<file path="src/rtl/gpio_irq_pkg.sv">
package gpio_irq_pkg;
  localparam int unsigned DATA_W = 32;
  localparam int unsigned ADDR_W = 6;

  typedef enum logic [3:0] {
    REG_EN    = 4'd0,
    REG_STAT  = 4'd1,
    REG_DISP  = 4'd2,
    REG_CLR   = 4'd3,
    REG_MSET  = 4'd4,
    REG_MCLR  = 4'd5,
    REG_OUT   = 4'd6,
    REG_IN    = 4'd7,
    REG_DIR   = 4'd8,
    REG_MODE0 = 4'd9,
    REG_MODE1 = 4'd10,
    REG_SRST  = 4'd15
  } reg_idx_e;

  localparam logic [2:0] TRIG_FALL = 3'b000;
  localparam logic [2:0] TRIG_RISE = 3'b001;
  localparam logic [2:0] TRIG_LOW  = 3'b010;
  localparam logic [2:0] TRIG_HIGH = 3'b011;
endpackage

</file>
<file path="src/rtl/gpio_irq_sync.sv">
module gpio_irq_sync #(
  parameter int unsigned W = 12
) (
  input  logic         clk_i,
  input  logic         rst_ni,
  input  logic [W-1:0] d_i,
  output logic [W-1:0] q_o
);
  logic [W-1:0] meta_q, sync_q;

  always_ff @(posedge clk_i or negedge rst_ni) begin
    if (!rst_ni) begin
      meta_q <= '0;
      sync_q <= '0;
    end else begin
      meta_q <= d_i;
      sync_q <= meta_q;
    end
  end

  assign q_o = sync_q;
endmodule

</file>
<file path="src/rtl/gpio_irq_trig.sv">
module gpio_irq_trig
  import gpio_irq_pkg::*;
(
  input  logic       clk_i,
  input  logic       rst_ni,
  input  logic       lvl_i,
  input  logic [2:0] mode_i,
  output logic       evt_o
);
  logic prev_q;

  always_ff @(posedge clk_i or negedge rst_ni) begin
    if (!rst_ni) prev_q <= 1'b0;
    else         prev_q <= lvl_i;
  end

  always_comb begin
    if (mode_i[2]) evt_o = lvl_i ^ prev_q;
    else begin
      case (mode_i)
        TRIG_FALL: evt_o = prev_q & ~lvl_i;
        TRIG_RISE: evt_o = lvl_i & ~prev_q;
        TRIG_LOW:  evt_o = ~lvl_i;
        default:   evt_o = lvl_i;
      endcase
    end
  end

  AST_EDGE_QUIET: assert property (@(posedge clk_i) disable iff (!rst_ni)
    (mode_i[2] && (lvl_i == prev_q)) |-> !evt_o);
  AST_LEVEL_HIGH: assert property (@(posedge clk_i) disable iff (!rst_ni)
    (mode_i == TRIG_HIGH && lvl_i) |-> evt_o);
endmodule

</file>
<file path="src/rtl/gpio_irq_ctrl.sv">
module gpio_irq_ctrl
  import gpio_irq_pkg::*;
#(
  parameter int unsigned NPINS = 12
) (
  input  logic              clk_i,
  input  logic              rst_ni,
  input  logic [ADDR_W-1:0] addr_i,
  input  logic              we_i,
  input  logic [DATA_W-1:0] wdata_i,
  output logic [DATA_W-1:0] rdata_o,
  input  logic [NPINS-1:0]  pin_i,
  output logic [NPINS-1:0]  pin_o,
  output logic [NPINS-1:0]  pin_oe_o,
  output logic              irq_o
);
  localparam int unsigned PER_MODE = 8;
  localparam int unsigned NMODE    = (NPINS + PER_MODE - 1) / PER_MODE;

  logic [NPINS-1:0]      en_q, stat_q, mask_q, out_q, dir_q;
  logic [NPINS-1:0][2:0] mode_q;
  logic                  srst_q;
  logic [NPINS-1:0]      lvl_s, evt, wd, clr_w, disp;
  reg_idx_e              widx;
  logic                  unused_ok;

  assign widx      = reg_idx_e'(addr_i[5:2]);
  assign wd        = wdata_i[NPINS-1:0];
  assign clr_w     = (we_i && widx == REG_CLR) ? wd : '0;
  assign unused_ok = ^{addr_i[1:0], wdata_i};

  gpio_irq_sync #(.W(NPINS)) u_sync (
    .clk_i (clk_i),
    .rst_ni(rst_ni),
    .d_i   (pin_i),
    .q_o   (lvl_s)
  );

  for (genvar g = 0; g < NPINS; g++) begin : g_trig
    gpio_irq_trig u_trig (
      .clk_i (clk_i),
      .rst_ni(rst_ni),
      .lvl_i (lvl_s[g]),
      .mode_i(mode_q[g]),
      .evt_o (evt[g])
    );
  end

  always_ff @(posedge clk_i or negedge rst_ni) begin
    if (!rst_ni) begin
      en_q   <= '0;
      stat_q <= '0;
      mask_q <= '0;
      out_q  <= '0;
      dir_q  <= '0;
      mode_q <= '0;
      srst_q <= 1'b0;
    end else begin
      if (we_i && widx == REG_SRST) srst_q <= wdata_i[0];
      if (srst_q) begin
        en_q   <= '0;
        stat_q <= '0;
        mask_q <= '0;
        out_q  <= '0;
        dir_q  <= '0;
        mode_q <= '0;
      end else begin
        // new events win over a same-cycle clear
        stat_q <= (stat_q & ~clr_w) | (evt & en_q);
        if (we_i) begin
          case (widx)
            REG_EN:   en_q   <= wd;
            REG_MSET: mask_q <= mask_q | wd;
            REG_MCLR: mask_q <= mask_q & ~wd;
            REG_OUT:  out_q  <= wd;
            REG_DIR:  dir_q  <= wd;
            default:  ;
          endcase
        end
        for (int p = 0; p < NPINS; p++) begin
          if (we_i && int'(addr_i[5:2]) == int'(REG_MODE0) + p / PER_MODE)
            mode_q[p] <= wdata_i[(p % PER_MODE) * 4 +: 3];
        end
      end
    end
  end

  assign disp     = stat_q & en_q & ~mask_q;
  assign irq_o    = |disp;
  assign pin_o    = out_q;
  assign pin_oe_o = dir_q;

  always_comb begin
    rdata_o = '0;
    case (widx)
      REG_EN:             rdata_o[NPINS-1:0] = en_q;
      REG_STAT:           rdata_o[NPINS-1:0] = stat_q;
      REG_DISP:           rdata_o[NPINS-1:0] = disp;
      REG_MSET, REG_MCLR: rdata_o[NPINS-1:0] = mask_q;
      REG_OUT:            rdata_o[NPINS-1:0] = out_q;
      REG_IN:             rdata_o[NPINS-1:0] = lvl_s;
      REG_DIR:            rdata_o[NPINS-1:0] = dir_q;
      REG_MODE0, REG_MODE1: begin
        for (int p = 0; p < NPINS; p++) begin
          if (p / PER_MODE == int'(widx) - int'(REG_MODE0))
            rdata_o[(p % PER_MODE) * 4 +: 3] = mode_q[p];
        end
      end
      REG_SRST:           rdata_o[0] = srst_q;
      default:            ;
    endcase
  end

  initial begin
    if (NMODE > 2 || NPINS > DATA_W) $error("NPINS too large for the register map");
  end

  AST_STAT_NEEDS_EN: assert property (@(posedge clk_i) disable iff (!rst_ni)
    1'b1 |=> ((stat_q & ~$past(stat_q) & ~$past(en_q)) == '0));
  AST_CLR_TAKES: assert property (@(posedge clk_i) disable iff (!rst_ni)
    (we_i && widx == REG_CLR && !srst_q) |=>
      ((stat_q & $past(wd) & ~$past(evt & en_q)) == '0));
  AST_MASK_SET: assert property (@(posedge clk_i) disable iff (!rst_ni)
    (we_i && widx == REG_MSET && !srst_q) |=> ((mask_q & $past(wd)) == $past(wd)));
  AST_MASK_CLR: assert property (@(posedge clk_i) disable iff (!rst_ni)
    (we_i && widx == REG_MCLR && !srst_q) |=> ((mask_q & $past(wd)) == '0));
  AST_IRQ_SRC: assert property (@(posedge clk_i) disable iff (!rst_ni)
    irq_o |-> (|(stat_q & ~mask_q)));
  AST_SRST_HOLD: assert property (@(posedge clk_i) disable iff (!rst_ni)
    srst_q |=> (en_q == '0 && stat_q == '0 && mask_q == '0 && dir_q == '0));
  AST_DIR_UPPER: assert property (@(posedge clk_i) disable iff (!rst_ni)
    (widx == REG_DIR) |-> (rdata_o[DATA_W-1:NPINS] == '0));
endmodule

</file>
<file path="config.mk">
export PLATFORM = sky130hd
export DESIGN_NAME = gpio_irq_ctrl
export DESIGN_NICKNAME = d
export VERILOG_FILES = /design/src/rtl/gpio_irq_pkg.sv /design/src/rtl/gpio_irq_sync.sv /design/src/rtl/gpio_irq_trig.sv /design/src/rtl/gpio_irq_ctrl.sv
export SDC_FILE = /design/constraint.sdc
export NUM_CORES = 1
export LEC_CHECK = 0
export BUFFER_PORTS_ARGS = -buffer_cell sky130_fd_sc_hd__buf_4
export CORE_ASPECT_RATIO = 0.5
export CORE_MARGIN = 2
export CORE_UTILIZATION = 40
export CTS_CLUSTER_SIZE = 12
export DETAILED_ROUTE_END_ITERATION = 8
export GPL_TIMING_DRIVEN = 0
export PLACE_DENSITY = 0.65
export SYNTH_ARGS = -nofsm -noshare
export SYNTH_HDL_FRONTEND = slang
export SYNTH_SLANG_ARGS = --single-unit
</file>
<file path="constraint.sdc">
create_clock -name clk_i -period 3 [get_ports clk_i]
set_input_delay 0.3 -clock clk_i [delete_from_list [all_inputs] [get_ports clk_i]]
set_output_delay 0.3 -clock clk_i [all_outputs]
set_load 0.03 [all_outputs]
</file>
# Word level (Yosys, flattened, before mapping)
# Cells that the tools add are included.
[op_classes] n_addsub=1 n_eq_ne=36 muxes=75 n_bitwise=70 n_reduce_logical=32
[ops] op="12-bit two-way mux" count=13
[ops] op="3-bit two-way mux" count=29
[ops] op="12-bit bitwise AND" count=5
[ops] op="3-bit case mux with 8 select lines" count=2
[ops] op="3-bit by 1-bit equality test with 1-bit output, second input constant" count=12
[ops] op="3-bit by 2-bit equality test with 1-bit output, second input constant" count=12
[ops] op="3-bit zero test" count=12
[ops] op="36-bit two-way mux" count=1
[ops] op="12-bit inverter" count=3
[ops] op="1-bit case mux with 3 select lines" count=12
[ops] op="1-bit by 32-bit equality test with 1-bit output, first input constant" count=1
[ops] op="32-bit zero test" count=1
[ops] op="1-bit bitwise AND" count=24
[ops] op="1-bit inverter" count=24
[ops] op="12-bit OR" count=2
[ops] op="12-bit case mux with 2 select lines" count=1
[ops] op="1-bit case mux with 7 select lines" count=3
[ops] op="4-bit by 3-bit equality test with 1-bit output, second input constant" count=4
[ops] op="4-bit equality test, second input constant" count=4
[ops] op="2-bit case mux with 8 select lines" count=1
[ops] op="1-bit two-way mux" count=12
[ops] op="2-bit nonzero test" count=6
[ops] op="12-bit OR reduction" count=1
[ops] op="1-bit bitwise XOR" count=12
[ops] op="other kinds (9)" count=17
[word_totals] register_bits=133 inputBits=53

# Longest topological paths before layout
# Gate-level depths: netlist (run 1).
[logic_depth] depth_word=7 depth_mapped=7 mapped_depth_nobuf=6

# Modules after synthesis
# A second synthesis (run 1) with hierarchy kept.
[hier_totals] cells_unflattened=751 area_unflattened_um2=6962.9
[modules_own_cells] mod="gpio_irq_ctrl" instances=1 cells_each=595 area_per_inst_um2=5191.2 seq_area_each_um2=2427.3
[modules_own_cells] mod="gpio_irq_trig" instances=12 cells_each=11 area_per_inst_um2=97.6 seq_area_each_um2=25.0
[modules_own_cells] mod="gpio_irq_sync" instances=1 cells_each=24 area_per_inst_um2=600.6 seq_area_each_um2=600.6

# Worst setup path after synthesis (run 1)
# Ideal clock, no wire load.
[synth_timing] path_type="input to output" startpoint="input addr_i[2]" endpoint="output rdata_o[0]" arrival_time_ns=1.612 path_slack_ns=1.088 stages=6 n_path_buf=2 path_cell_list="buf_6 > or4b_4 > buf_6 > o22ai_1 > a21oi_1 > o211ai_1"
[synth_via] elab_chain_cells=5 elab_cells_between_ends=19 classes_between="add/sub (1); eq/ne (11); mux (3); reduce/logical (4)"
[synth_rtl] item="start: declaration" line_no="gpio_irq_ctrl.sv:8" text="input logic [ADDR_W-1:0] addr_i,"
[synth_rtl] item="4-bit by 4-bit subtractor with 5-bit output" line_no="gpio_irq_ctrl.sv:105" text="if (p / PER_MODE == int'(widx) - int'(REG_MODE0))"
[synth_rtl] item="32-bit zero test" line_no="gpio_irq_ctrl.sv:105"
[synth_rtl] item="3-bit two-way mux (2 in a row)" line_no="gpio_irq_ctrl.sv:105"
[synth_rtl] item="1-bit case mux with 9 select lines (*)" line_no="gpio_irq_ctrl.sv:95" text="case (widx)"
[synth_rtl] item="end: declaration" line_no="gpio_irq_ctrl.sv:11" text="output logic [DATA_W-1:0] rdata_o,"
# Every way passes the cells marked *; elsewhere a longest branch is shown, timed or not.

# Final worst setup path (run 1)
[layout_timing] startpoint="input addr_i[3]" endpoint="output rdata_o[1]"
[layout_via] elab_chain_cells=5 elab_cells_between_ends=18 classes_between="add/sub (1); eq/ne (10); mux (3); reduce/logical (4)"
[layout_rtl] item="4-bit by 4-bit subtractor with 5-bit output" line_no="gpio_irq_ctrl.sv:105"
[layout_rtl] item="32-bit zero test" line_no="gpio_irq_ctrl.sv:105"
[layout_rtl] item="3-bit two-way mux (2 in a row)" line_no="gpio_irq_ctrl.sv:105"
[layout_rtl] item="2-bit case mux with 8 select lines (*)" line_no="gpio_irq_ctrl.sv:95"
# Marked as above.

==> results of run 1 <==
[how the worst max path moves through the flow]
stage | startpoint | end | slack [ns] | cells after the start
global route | addr_i[3] | rdata_o[1] | 0.36 | 7
floorplan | addr_i[2] | rdata_o[0] | 1.09 | 6
detailed placement | addr_i[3] | rdata_o[1] | 0.46 | 7
CTS | addr_i[3] | rdata_o[1] | 0.46 | 7
finish | addr_i[3] | rdata_o[1] | 0.42 | 7
global placement | addr_i[3] | rdata_o[1] | 0.48 | 7
[routing by layer]
layer,vias up,global-route usage [%]
li1,2813,-
met1,3109,34.5
met2,364,38.4
met3,55,6.39
met4,0,9.42
met5,-,0
[power groups by stage]
stage	clock (µW)	sequential (µW)	combinational [µW]
floorplan	0	2180	532
global placement	0	2190	946
detailed placement	0	2200	972
CTS	2130	2170	987
global route	2230	2200	1080
finish	2120	2180	1010
[sequential cells by signal, summed over array words and instances (netlist names)]
name and flops:
en_q 12, g_trig.u_trig.prev_q 12, mask_q 12, mode_q 36, pin_o 12, pin_oe_o 12, srst_q 1, stat_q 12
u_sync.meta_q 12, u_sync.q_o 12
[layout by cell type, fill, tap and decap left out, types with 4 or more instances in the layout]
cell type / count
a211o_1: 13
dfrtp_1: 133
clkinvlp_4: 4
buf_6: 4
a22oi_1: 18
o21ai_1: 6
nand4_1: 7
nand2b_1: 24
ha_1: 24
buf_2: 15
a22o_1: 16
nor3b_2: 8
conb_1: 5
a222oi_1: 11
a21oi_1: 87
nand2_1: 113
nor2b_1: 24
o21ai_0: 38
xor2_1: 12
buf_4: 103
and2_1: 14
clkbuf_16: 17
dlygate4sd3_1: 13
nand3_1: 43
clkbuf_1: 28
inv_1: 25
nand3b_1: 22
[cells by family after synthesis]
| group | Yosys count |
|---|---|
| AO/OA/AOI/OAI | 196 |
| AND/OR/NAND/NOR | 276 |
| multiplexers | 3 |
| XOR/XNOR | 12 |
| buffers and inverters | 79 |
| flip-flops | 133 |
| other | 1 |
| adder cells (fa/ha/maj) | 24 |
[stage by stage]
stage / total power, µW / setup WS (ns) / std cells / utilization (%) / hold WS (ns)
detailed placement: 3170 / 0.460 / 1052 / 47.7 / 0.336
finish: 5300 / 0.421 / 1097 / 52.1 / 0.119
global placement: 3140 / 0.480 / 1051 / 47.6 / 0.333
global route: 5500 / 0.364 / 1097 / 52.1 / 0.116
CTS: 5290 / 0.458 / 1097 / 52.1 / 0.112
floorplan: 2720 / 1.09 / 728 / - / 0.00441
[worst reg2reg max path, delay by kind of cell, from the launching register on]
kind,cells,cell delay [ns]
buf+inv,3,1.49
flops,1,0.42
compound gates,1,0.11
[final cells by class]
class / instances / area (µm²) / share of cell area, %
Clock buffer: 19 / 453 / 5.23
Buffer: 54 / 274 / 3.17
Clock inverter: 13 / 148 / 1.71
Inverter: 25 / 93.8 / 1.08
Timing Repair Buffer: 110 / 882 / 10.2
Multi-Input combinational cell: 516 / 3190 / 36.9
Tap cell: 227 / 284 / 3.28
Sequential cell: 133 / 3330 / 38.5
==> flow_summary.yaml, run 1 <==
final_layout:
  areaGrowthSynthToFinish_pct: 25.9
  drive_gt1_share_pct: 19.5
  n_antenna_cell: 0
  finalInstanceArea_um2: 8650
  n_fill_cell: 1512
  final_nets: 934
sta:
  min_period_ns: 2.58
  fin_crit_sh_pct: 86.0
  timing.fmax_mhz: 388
  final-setup-viol-count: 0
  hold_viol_final: 0
  drv_slew: 0
  tightest_slew_ns: 0.792
  tns_ns: 0
  fin_skew_ns: 0.00849
  slew_headroom_pct: 47.2
  grt_setup_unrepaired: "no"
setup_path:
  crit_family: "buffers and inverters"
  arrival_ns: 2.28
  cp-end-kind: "output pin"
  crit_chain: "buf_4 -> and4bb_2 -> buf_2 -> clkbuf_1 -> a22oi_1 -> nand4_1 -> buf_4"
  crit_type: "in2out"
  crit_top_cell: "buf_4"
  cp_max_fo: 10
  r2r_start: "srst_q$_DFFE_PN0P_"
  rr_endpoint: "mode_q[7]$_DFFE_PN0P_"
  startpoint_type: "input port"
  critPathBufInv: 4
  reg2reg_slack_ns: 0.82
  crit_required_ns: 2.70
  cp_slowest_cell: "clkbuf_1"
  cp_slowest_stage_delay_ns: 0.62
  worstRegToRegCells: 4
min_path:
  holdPathStages: 3
  min_path_type: "in2reg"
  min_from: "wdata_i[16]"
  min_to: "mode_q[12]$_DFFE_PN0P_"
synth:
  synth_cells: 724
  synthMuxAreaShare_pct: 0.455
  ys_async_sr_fraction_pct: 100
  synth_compound_gate_area_share_pct: 17.6
  syn-cell-area_um2: 6870
  synth.most_common_cell: "dfrtp_1"
  yosys-top-cells-count: "dfrtp_1, nand2_1, a21oi_1, nand3_1, o21ai_0"
  synth-simple-area-share_pct: 22.2
  yosys.cell_types.count: 45
  synth_area_per_cell_um2: 9.49
  seq_area_frac_synth_pct: 48.4
  yosysWarnings: 0
  yosysTopAreaCell: "dfrtp_1"
  yosysTopAreaCellShare_pct: 48.4
  ys_seq_elements: 133
  synth_top_family_by_area: "simple AND/OR/NAND/NOR gates"
  synth-xor-area-share_pct: 1.53
  synth_fa_ha_area_share_pct: 4.37
  synth-edff-count: 0
  ys.flop_type: "dfrtp_1"
  synth_area_leaders: "dfrtp_1, a21oi_1, nand2_1, ha_1, nand3_1"
clock_tree:
  clkSinkCount: 133
  clock_latency_ns: 0.42
  cts_hold_buf: 13
  root_buffer: "clkbuf_16"
  h-tree-depth: 4
  post_cts_buffers: 0
  cts-resized-gates: 0
  cts_inserted_buffers: 17
  tritoncts: "yes"
  clk_pin_slew_ns: 0.06
  clk_path_buf_depth: 2
global_routing:
  track_usage_pct: 25.1
  antenna_found_initial: 0
  gr-total-overflow: 0
  grt_max_degree: 77
  grt_pass1_vias: 6207
  grt_pass1_wl_um: 34900
outcome:
  status: "completed"
drt:
  dr.max_layer_used: "met4"
  ant_nets: 0
  dr.pass1.iters: 7
  viasPerCell: 5.78
  wirelength_um: 22700
  route.detailed.drc: 0
  dr_wl_met3_um: 2540
  wl_met2_um: 10100
  num_vias: 6341
  detail_route.wl_per_cell_um: 20.7
  wl_met1_um: 9490
  drt_iter0_markers: 836
pwr:
  ir_drop_mv: 0.471
  power_frac_seq_pct: 41.1
  p_int_uw: 3620
  power.leakage_uw: 0.00393
  netSwitchingFraction_pct: 31.7
  p_per_area_nw_per_um2: 613
  p_switching_uw: 1680
  pwr-share-clk_pct: 39.9
  combPwrFrac_pct: 19.0
die:
  num_io_pins: 110
  dieWidth_um: 189
  initial_core_util_pct: 41.4
  core_area_um2: 16600
  rows: 33
  die_h_um: 96.7
  die_area_um2: 18300
placed_design:
  hpwl_um: 15400
  placed_area_um2: 7920
  io_buffers: 96
  gp_congestion: 0.912
flow_run:
  maxCapViolations: 0
(Power assumes the default switching activity.)
==> run 2, diff against run 1 <==
Settings changed: CTS_CLUSTER_DIAMETER set to 100, PLACE_DENSITY 0.65 to 0.69.
==> run 2 against run 1 <==
Design area is 0.26% lower; clock power down 2%; sequential power hardly changed; critical path type unchanged; largest cell class unchanged; highest routed layer unchanged.
==> flow_summary.yaml, run 2 (synthesis gave the netlist of run 1 again) <==
outcome:
  status: "completed"
pwr:
  ir_drop_mv: 0.494
  p_per_area_nw_per_um2: 608
  power.leakage_uw: 0.00393
setup_path:
  crit_family: "buffers and inverters"
  arrival_ns: 2.24
  r2r_start: "srst_q$_DFFE_PN0P_"
  critPathBufInv: 4
  cp-end-kind: "output pin"
  crit_top_cell: "buf_4"
  reg2reg_slack_ns: 0.86
  cp_slowest_stage_delay_ns: 0.60
  rr_endpoint: "mode_q[9]$_DFFE_PN0P_"
  worstRegToRegCells: 4
  cp_slowest_cell: "clkbuf_1"
  crit_chain: "buf_4 -> and4bb_2 -> buf_2 -> clkbuf_1 -> a22oi_1 -> nand4_1 -> buf_4"
  startpoint_type: "input port"
  crit_type: "in2out"
  crit_required_ns: 2.70
  cp_max_fo: 10
sta:
  grt_setup_unrepaired: "no"
  drv_slew: 0
  slew_headroom_pct: 43.7
  fin_skew_ns: 0.00871
  final-setup-viol-count: 0
  tns_ns: 0
  tightest_slew_ns: 0.845
  fin_crit_sh_pct: 84.6
  timing.fmax_mhz: 394
  hold_viol_final: 0
  min_period_ns: 2.54
clock_tree:
  cts-resized-gates: 0
  clk_pin_slew_ns: 0.06
  root_buffer: "clkbuf_16"
  post_cts_buffers: 0
  tritoncts: "yes"
  h-tree-depth: 4
  clk_path_buf_depth: 2
  clock_latency_ns: 0.42
  cts_inserted_buffers: 17
  cts_hold_buf: 13
  clkSinkCount: 133
drt:
  route.detailed.drc: 0
  viasPerCell: 5.74
  wirelength_um: 22100
  detail_route.wl_per_cell_um: 20.2
  dr.pass1.iters: 9
  ant_nets: 0
  drt_iter0_markers: 644
  num_vias: 6292
global_routing:
  antenna_found_initial: 0
  track_usage_pct: 24.5
  gr-total-overflow: 0
  grt_pass1_wl_um: 34100
  grt_max_degree: 99
  grt_pass1_vias: 6227
min_path:
  min_from: "wdata_i[24]"
  min_to: "mode_q[18]$_DFFE_PN0P_"
  holdPathStages: 3
  min_path_type: "in2reg"
final_layout:
  n_fill_cell: 1505
  final_nets: 934
  layout_commonest_cell: "dfrtp_1"
  largest_reg_flops: 36
  top_register: "mode_q"
  layout_common_cells: "dfrtp_1, nand2_1, buf_4"
  drive_gt1_share_pct: 19.1
  areaGrowthSynthToFinish_pct: 25.6
  finish.utilization_pct: 52.0
  n_antenna_cell: 0
die:
  num_io_pins: 110
  rows: 33
  dieWidth_um: 189
  die_h_um: 96.7
  initial_core_util_pct: 41.4
  core_area_um2: 16600
  die_area_um2: 18300
flow_run:
  maxCapViolations: 0
placed_design:
  hpwl_um: 15200
  gp_congestion: 0.920
  io_buffers: 96
run 2: changes by cell type in the layout (fill, tap and decap cells not counted), sizes merged:
cell	change
clkbuf	+4
clkinvlp	-3
clkinv	+1
inv	-3
run 2: worst max-delay path by stage:
stage	startpoint	end	cells after the start
after floorplan	addr_i[2]	rdata_o[0]	6
after global routing	addr_i[4]	rdata_o[1]	7
after detailed placement	addr_i[3]	rdata_o[1]	7
final	addr_i[3]	rdata_o[1]	7
after CTS	addr_i[3]	rdata_o[1]	7
after global placement	addr_i[4]	rdata_o[1]	7
run 2: final cells by class:
class | instances | area (µm²) | share of cell area (%)
Inverter | 25 | 93.8 | 1.09
Clock buffer | 23 | 478 | 5.54
Multi-Input combinational cell | 516 | 3190 | 37.0
Clock inverter | 8 | 100 | 1.16
Sequential cell | 133 | 3330 | 38.6
Buffer | 54 | 274 | 3.17
Tap cell | 227 | 284 | 3.29
Timing Repair Buffer | 110 | 882 | 10.2
run 2: worst reg2reg max path: stages, from the launching register on:
cell	delay (ns)
dfrtp_1	0.41
clkbuf_1	0.38
clkbuf_1	0.41
clkbuf_1	0.69
a21oi_1	0.10
run 2: per-stage QoR:
| step | area (µm²) | total power [µW] | std cells | hold slack (ns) | worst slack (ns) |
|---|---|---|---|---|---|
| floorplan | 6890 | 2720 | 728 | 0.00441 | 1.09 |
| global placement | 7890 | 3130 | 1051 | 0.333 | 0.505 |
| detailed placement | 7920 | 3160 | 1052 | 0.224 | 0.525 |
| CTS | 8630 | 5220 | 1096 | 0.122 | 0.515 |
| global route | 8630 | 5440 | 1096 | 0.122 | 0.431 |
| finish | 8630 | 5240 | 1096 | 0.121 | 0.463 |
run 2: power breakdown:
group          total, µW  switching [µW]  internal [µW]
sequential          2180             206           1970
clock               2070             789           1280
combinational        997             621            375
run 2: layer usage:
layer	share of wire, %	track usage [%]	vias to the layer above
li1	-	-	2801
met1	42	33.1	3044
met2	43	36.8	375
met3	11	6.39	72
met4	3.7	12.1	0
met5	0	0	-
